## src/rtl/bpskTxPkg.sv

```systemverilog
package bpskTxPkg;
  // Control-to-datapath strobes for one clock cycle.
  typedef struct packed {
    logic load;     // capture a new bit and restart the position
    logic clear;    // return the position to zero without a bit
    logic advance;  // step the tick position by one
    logic drive;    // pulse lines enabled
  } txStrobes_t;
endpackage

```

## src/rtl/bpskTxCtl.sv

```systemverilog
module bpskTxCtl
  import bpskTxPkg::*;
(
  input  logic       clk,
  input  logic       rstN,
  input  logic       tick,
  input  logic       bitValid,
  input  logic       atLast,
  output logic       bitReady,
  output logic       bitEnd,
  output txStrobes_t strobes
);
  logic active;
  logic atBoundary;
  logic take;

  assign atBoundary = !active || atLast;
  assign bitReady   = tick && atBoundary;
  assign bitEnd     = tick && active && atLast;
  assign take       = bitReady && bitValid;

  always_comb begin
    strobes.load    = take;
    strobes.clear   = bitReady && !bitValid;
    strobes.advance = tick && !bitReady;
    strobes.drive   = active;
  end

  always_ff @(posedge clk) begin
    if (!rstN) active <= 1'b0;
    else if (bitReady) active <= bitValid;
  end
endmodule

```

## src/rtl/bpskTxDatapath.sv

```systemverilog
module bpskTxDatapath
  import bpskTxPkg::*;
#(
  parameter int TICKS_PER_CYCLE = 12,
  parameter int CYCLES_PER_BIT  = 24
) (
  input  logic       clk,
  input  logic       rstN,
  input  txStrobes_t strobes,
  input  logic       bitData,
  output logic       atLast,
  output logic       posPulse,
  output logic       negPulse
);
  localparam int TW     = $clog2(TICKS_PER_CYCLE);
  localparam int CW     = $clog2(CYCLES_PER_BIT);
  localparam int THIRD  = TICKS_PER_CYCLE / 3;
  localparam int LEAD   = THIRD / 2;
  localparam int A_LO   = LEAD;
  localparam int A_HI   = LEAD + THIRD - 1;
  localparam int B_LO   = TICKS_PER_CYCLE / 2 + LEAD;
  localparam int B_HI   = B_LO + THIRD - 1;
  localparam logic [TW-1:0] TICK_LAST = TW'(TICKS_PER_CYCLE - 1);
  localparam logic [CW-1:0] CYC_LAST  = CW'(CYCLES_PER_BIT - 1);

  logic [TW-1:0] tickIdx;
  logic [CW-1:0] cycIdx;
  logic          phase;
  logic          firstHalf;
  logic          secondHalf;

  assign atLast = (tickIdx == TICK_LAST) && (cycIdx == CYC_LAST);

  always_ff @(posedge clk) begin
    if (!rstN) begin
      tickIdx <= '0;
      cycIdx  <= '0;
      phase   <= 1'b0;
    end else if (strobes.load) begin
      tickIdx <= '0;
      cycIdx  <= '0;
      phase   <= bitData;
    end else if (strobes.clear) begin
      tickIdx <= '0;
      cycIdx  <= '0;
    end else if (strobes.advance) begin
      if (tickIdx == TICK_LAST) begin
        tickIdx <= '0;
        cycIdx  <= cycIdx + CW'(1);
      end else begin
        tickIdx <= tickIdx + TW'(1);
      end
    end
  end

  assign firstHalf  = (tickIdx >= TW'(A_LO)) && (tickIdx <= TW'(A_HI));
  assign secondHalf = (tickIdx >= TW'(B_LO)) && (tickIdx <= TW'(B_HI));

  assign posPulse = strobes.drive && (phase ? secondHalf : firstHalf);
  assign negPulse = strobes.drive && (phase ? firstHalf : secondHalf);
endmodule

```

## src/rtl/bpskPwmTx.sv

```systemverilog
module bpskPwmTx
  import bpskTxPkg::*;
#(
  parameter int TICKS_PER_CYCLE = 12,
  parameter int CYCLES_PER_BIT  = 24
) (
  input  logic clk,
  input  logic rstN,
  input  logic tick,
  input  logic bitValid,
  input  logic bitData,
  output logic bitReady,
  output logic posPulse,
  output logic negPulse,
  output logic bitEnd
);
  txStrobes_t strobes;
  logic       atLast;

  bpskTxCtl uCtl (
    .clk      (clk),
    .rstN     (rstN),
    .tick     (tick),
    .bitValid (bitValid),
    .atLast   (atLast),
    .bitReady (bitReady),
    .bitEnd   (bitEnd),
    .strobes  (strobes)
  );

  bpskTxDatapath #(
    .TICKS_PER_CYCLE (TICKS_PER_CYCLE),
    .CYCLES_PER_BIT  (CYCLES_PER_BIT)
  ) uDp (
    .clk      (clk),
    .rstN     (rstN),
    .strobes  (strobes),
    .bitData  (bitData),
    .atLast   (atLast),
    .posPulse (posPulse),
    .negPulse (negPulse)
  );
endmodule

```

## config.mk

```make
export PLATFORM = sky130hd
export DESIGN_NAME = bpskPwmTx
export DESIGN_NICKNAME = d
export VERILOG_FILES = /design/src/rtl/bpskTxPkg.sv /design/src/rtl/bpskTxCtl.sv /design/src/rtl/bpskTxDatapath.sv /design/src/rtl/bpskPwmTx.sv
export SDC_FILE = /design/constraint.sdc
export NUM_CORES = 1
export LEC_CHECK = 0
export BUFFER_PORTS_ARGS = -buffer_cell sky130_fd_sc_hd__clkbuf_2
export CAP_MARGIN = 20
export CORE_UTILIZATION = 40
export DETAILED_ROUTE_END_ITERATION = 16
export HOLD_SLACK_MARGIN = 0.02
export PLACE_DENSITY = 0.63
export SLEW_MARGIN = 20
export SYNTH_ARGS = -nofsm -noshare
export SYNTH_HDL_FRONTEND = slang
export SYNTH_HIERARCHICAL = 1
export SYNTH_SLANG_ARGS = --single-unit
```

## constraint.sdc

```tcl
create_clock -name clk -period 1.6 [get_ports clk]
set_input_delay 0.16 -clock clk [delete_from_list [all_inputs] [get_ports clk]]
set_output_delay 0.16 -clock clk [all_outputs]
set_load 0.05 [all_outputs]
```

==> flow_metrics.tcl, run 1 <==
set metrics [dict create \
    p_leak_nw 0.453 \
    slowest_stage "dfxtp_4" \
    crit_path_cell_trace "inv_2 > ha_1 > nor2_1 > a211o_1 > o22ai_2 > buf_8" \
    antenna-diode-count 0 \
    synth-seq-cells 11 \
    seq_power_share_pct 50.0 \
    timing.rr.start "uDp/tickIdx[0]" \
    yosys.area.top_type "dfxtp_1" \
    clkLatencyLatePin_ns 0.27 \
    synth_cell_types 30 \
    holdBufCountCts 0 \
    slew_viol_final 0 \
    die_x_um 42.6 \
    viasPerCell 5.65 \
    clkPwrFrac_pct 35.2 \
    h-tree-depth 1 \
    dp_hpwl_um 950 \
    post-route-util_pct 68.2 \
    place_area_um2 816 \
    grt_pass1_wl_um 2820 \
    async_flop_share_pct 0 \
    critPathKind "flop to output pin" \
    initial_core_util_pct 43.3 \
    drt_wl_total_um 1850 \
    synth_top_area_share_pct 33.3 \
    areaGrowthSynthToFinish_pct 57.4 \
    skew_ns 0.00308 \
    synth-edff-count 0 \
    overflow 0 \
    powerDensity_nw_per_um2 542 \
    io_pins 9 \
    synthTopCellsByCount "dfxtp_1, nor2_1, ha_1, nand2_1" \
    nNetsFinal 113 \
    cp-start-kind "flop" \
    finalSetupViolCount 14 \
    power_switching_mw 0.151 \
    final_area_um2 1040 \
    ys_warn_count 6 \
    root_buffer "clkbuf_4" \
    required_ns 1.44 \
    hold_viol_final 0 \
    dr.pass1.iters 4 \
    final_cell_count_no_fill 118 \
    ys.flop_type "dfxtp_1" \
    antenna_found_initial 0 \
    postLayoutSetupSlackWorst_ns -0.171 \
    cap_violations 0 \
    post-synth-top-count-cell "dfxtp_1" \
    mappedNetlistNets 86 \
    p_sw_share_pct 26.8 \
    worst_pin_slew_ns 0.295 \
    place_inst 108 \
    coreArea_um2 1520 \
    clock_path_buffers 2 \
    wl_per_cell_um 15.7 \
    power_frac_comb_pct 14.8 \
    gp_congestion 0.714 \
    drive_gt1_share_pct 56.9 \
    post-route-period-util_pct 111 \
    startpoint "uDp/tickIdx[0]" \
    max_freq_mhz 565 \
    peakVddDrop_v 0.000590 \
    path_clk_slew_ns 0.08 \
    gr-usage-all-layers_pct 20.7 \
    total_power_mw 0.564 \
    cts_tree "yes" \
    hold_class "input pin to flop" \
    rsz0062_at_grt "yes" \
    slowest_delay_ns 0.37 \
    drtIter0Drc 24 \
    syn_inst 76 \
    vias 667 \
    die_area_um2 1820 \
    worstPathArrival_ns 1.61 \
    die_y_um 42.6 \
    cts.sinks 11 \
    portBuffers 8 \
    post-route-min-period_ns 1.77 \
    failed_checks "setup timing" \
    std_cell_rows 14 \
    synthTopCellsByArea "dfxtp_1, ha_1, mux2i_1" \
    avgSynthCellArea_um2 8.69 \
    outcome "finished, violations left" \
    synth_area_um2 661 \
    ant_nets 0 \
    hold_start "bitData" \
    end_kind "output pin" \
    p_int_mw 0.412 \
    slew_headroom_pct 80.2 \
    yosysSeqAreaShare_pct 33.3 \
    cp_max_fo 4 \
    grt_max_degree 9 \
    tns_ns -1.77 \
    cts_buffers 3 \
    drc 0 \
    grt_pass1_vias 679 \
]
[power groups by stage]
stage	Combinational (mW)	Sequential [mW]	Clock, mW
after floorplan	0.0439	0.288	0
after global placement	0.0546	0.290	0
after detailed placement	0.0548	0.290	0
after CTS	0.0709	0.282	0.196
after global routing	0.0890	0.283	0.213
final	0.0835	0.282	0.198
[path summary, 6_finish.rpt]
check                        to  slack (ns)  cells after the start
hold reg to reg       uDp/phase        0.55                      2
setup reg to reg  uDp/cycIdx[2]       -0.17                     10
setup / recovery       posPulse       -0.17                      6
hold / removal        uDp/phase        0.16                      3
[cell usage in the layout (no fill, tap or decap), types with 2 or more instances in the layout]
master     n
buf_4     16
dfxtp_1    7
nor2_1     6
clkbuf_2   4
a21oi_2    4
mux2i_1    4
clkbuf_4   3
buf_8      3
nand2_1    3
nand3_1    3
ha_1       3
and3_2     2
inv_1      2
nand2b_1   2
o22ai_2    2
o21ai_0    2
nor2_4     2
or3_4      2
dfxtp_2    2
dfxtp_4    2
[area by class of cell]
| cell class | instances | area [um2] |
|---|---|---|
| Multi-Input combinational cell | 59 | 531 |
| Timing Repair Buffer | 25 | 221 |
| Sequential cell | 11 | 230 |
| Tap cell | 16 | 20.0 |
| Clock buffer | 4 | 26.3 |
| Fill cell | 117 | 484 |
| Inverter | 3 | 11.3 |
[worst max-delay path: cells and delay by family, from the launching register on]
| kind | cells | cell delay (ns) |
|---|---|---|
| adders and majority gates | 1 | 0.14 |
| AOI/OAI and AO/OA | 2 | 0.53 |
| and+or+nand+nor | 1 | 0.04 |
| DFF | 1 | 0.37 |
| buffers and inverters | 2 | 0.25 |
[kinds of logic (layout without fill, tap and decap cells)]
family                     count (synthesis)  after routing  share of synthesized area, %
AOI/OAI and AO/OA                         11             11                          9.85
buffers and inverters                      6             32                          4.73
adders and majority gates                  5              5                          9.47
muxes                                      4              4                          6.06
xor gates and xnor gates                   2              2                          2.65
DFF                                       11             11                          33.3
and+or+nand+nor                           37             37                          33.9
[through the flow]
| step | hold WS [ns] | worst slack, ns |
|---|---|---|
| global placement | 0.440 | -0.0555 |
| global route | 0.179 | -0.250 |
| detailed placement | 0.445 | -0.0832 |
| CTS | 0.166 | -0.146 |
| finish | 0.161 | -0.171 |
| floorplan | 0.288 | 0.0209 |
[state kept, by name, indices dropped and copies added, names as in the netlist]
register / cells
uDp/phase: 1
uDp/tickIdx: 4
uDp/cycIdx: 5
uCtl/active: 1
[what timing repair did]
action	in CTS	in global routing
endpoints found under the setup margin	14	14
buffers inserted	5	1
gates cloned	0	0
pin swaps	6	11
gates resized for setup	17	22
[metal layers]
layer	vias to the layer above	wire [um]	GRT usage [%]
met5	-	0	0
met4	0	73	15.0
met3	10	83	5.17
met2	27	944	33.3
met1	314	752	23.3
li1	316	-	-
No activity file was read; power rests on OpenSTA's default activity.
==> inputs of run 2 (changes only) <==
PLACE_DENSITY = 0.61   (was 0.63)
clock period = 2.1 ns   (was 1.6 ns; I/O delays follow)
==> run 2 against run 1 <==
Against the previous run: the flow now finishes without violations; critical endpoint is now bitReady; clock power down 27%; cell count down 13%; clock skew up 0.0014 ns; global-route usage down 4.6 points; total power down 29%; largest power group unchanged; register-to-register slack better by 0.40 ns; combinational power down 52%; setup slack better by 0.29 ns; largest cell class unchanged.
==> flow_metrics.tcl, run 2 (synthesized netlist as in run 1, its figures left out) <==
set metrics [dict create \
    outcome "finished, final reports clean" \
    dr.pass1.iters 3 \
    overflow 0 \
    die_x_um 42.6 \
    critPathKind "flop to output pin" \
    reg2reg_depth 7 \
    worst_pin_slew_ns 0.296 \
    layout_commonest_cell "dfxtp_1" \
    vias 544 \
    hold_start "bitData" \
    seqCellArea_um2 220 \
    hold_class "input pin to flop" \
    initial_core_util_pct 43.3 \
    slew_headroom_pct 80.2 \
    grt_max_degree 10 \
    post-route-min-period_ns 1.98 \
    p_leak_nw 0.335 \
    cp_max_fo 6 \
    nFillCells 153 \
    seq_power_share_pct 53.9 \
    wl_per_cell_um 11.8 \
    p_sw_share_pct 25.4 \
    drc 0 \
    largest_register_ff_count 5 \
    min_to "uDp/phase" \
    hold_viol_final 0 \
    skew_ns 0.00450 \
    largestRegisters "uDp/cycIdx x5, uDp/tickIdx x4" \
    peakVddDrop_v 0.000314 \
    antenna-diode-count 0 \
    final_cell_count_no_fill 103 \
    min_path_cells 3 \
    coreArea_um2 1520 \
    timing.rr.start "uDp/tickIdx[0]" \
    tns_ns 0 \
    grt_pass1_wl_um 2150 \
    layout_common_cells "dfxtp_1, nor2_1, clkbuf_2" \
    viasPerCell 5.28 \
    drtIter0Drc 6 \
    cts_tree "yes" \
    root_buffer "clkbuf_4" \
    max_freq_mhz 505 \
    cts.sinks 11 \
    r2r-end "uDp/cycIdx[3]" \
    clkPwrFrac_pct 36.1 \
    gr-usage-all-layers_pct 16.1 \
    antenna_found_initial 0 \
    finalSetupViolCount 0 \
    portBuffers 8 \
    rsz0062_at_grt "no" \
    clock_path_buffers 2 \
    powerDensity_nw_per_um2 533 \
    regMostFlops "uDp/cycIdx" \
    worstPathArrival_ns 1.77 \
    drive_gt1_share_pct 25.3 \
    slowest_delay_ns 0.42 \
    io_pins 9 \
    slew_viol_final 0 \
    cts_buffers 3 \
    cap_violations 0 \
    cp-start-kind "flop" \
    holdBufCountCts 0 \
    power_frac_comb_pct 10.0 \
    total_power_mw 0.400 \
    power_switching_mw 0.102 \
    startpoint "uDp/tickIdx[1]" \
    holdWs_ns 0.218 \
    ant_nets 0 \
    end_kind "output pin" \
    die_area_um2 1820 \
    place_inst 99 \
    gp_congestion 0.743 \
    grt_pass1_vias 509 \
    p_int_mw 0.299 \
    post-route-period-util_pct 94.3 \
    r2r_slack_ns 0.23 \
    post_cts.repair.setup_buffers 0 \
    std_cell_rows 14 \
    crit_path_cell_trace "ha_2 > nand3b_1 > nor2_2 > nand2b_1 > and2_2 > clkbuf_4" \
    multi_input_area_um2 414 \
    areaGrowthSynthToFinish_pct 13.6 \
    die_y_um 42.6 \
    drt_wl_total_um 1220 \
    slowest_stage "dfxtp_1" \
    clkLatencyLatePin_ns 0.27 \
    nNetsFinal 98 \
    path_clk_slew_ns 0.08 \
    required_ns 1.89 \
    dp_hpwl_um 962 \
    h-tree-depth 1 \
]
run 2: changes by cell type in the layout (fill, tap and decap cells not counted), moves of 3 or more:
cell / change
buf_8: -3
a21oi_2: -4
dfxtp_1: +4
buf_4: -14
a21oi_1: +4
clkbuf_2: +3
run 2: power by group through the flow:
stage | clock network, mW | logic [mW] | registers, mW
finish | 0.144 | 0.0402 | 0.216
global route | 0.162 | 0.0451 | 0.217
CTS | 0.154 | 0.0403 | 0.216
detailed placement | 0 | 0.0393 | 0.221
global placement | 0 | 0.0392 | 0.221
floorplan | 0 | 0.0316 | 0.219
run 2: worst max-delay path, delay by kind of cell (launching register included):
kind | cells | cell delay, ns
AND/OR/NAND/NOR | 4 | 0.60
flip-flops | 1 | 0.42
buffers and inverters | 1 | 0.22
adder cells (fa/ha/maj) | 1 | 0.26
run 2: metal layers:
layer | vias to the layer above | part of all wire [%] | track usage (%)
met5 | - | 0 | 0
met4 | 0 | 1.4 | 7.50
met3 | 2 | 2.1 | 5.17
met2 | 5 | 48 | 24.8
met1 | 251 | 49 | 20.1
li1 | 286 | - | -
run 2: layout make-up:
type | instances | area share (%)
Tap cell | 16 | 2.67
Multi-Input combinational cell | 59 | 55.2
Inverter | 3 | 1.50
Clock buffer | 3 | 3.00
Clock inverter | 1 | 0.667
Sequential cell | 11 | 29.3
Timing Repair Buffer | 10 | 7.67
run 2: what timing repair did:
item / 4_1_cts / 5_1_grt
resized for setup: 1 / 2
pin swaps: 0 / 0
endpoints found under the hold margin: 0 / 0
setup endpoints to repair: 1 / 3
gates cloned: 0 / 0
run 2: how the worst max path moves through the flow:
stage | endpoint | cells after the start | slack [ns]
CTS | bitReady | 6 | 0.04
global route | bitReady | 6 | 0.002
floorplan | posPulse | 5 | 0.22
global placement | uDp/cycIdx[4] | 7 | 0.25
finish | bitReady | 6 | 0.12
detailed placement | uDp/cycIdx[3] | 7 | 0.19
run 2: through the flow:
step | util (%) | instance area (um2) | setup slack (ns)
5_1_grt | 49.3 | 751 | 0.00151
3_3_place_gp | 47.0 | 716 | 0.252
2_1_floorplan | - | 661 | 0.224
4_1_cts | 48.9 | 746 | 0.0422
6_report | 49.3 | 751 | 0.119
3_5_place_dp | 47.0 | 716 | 0.186
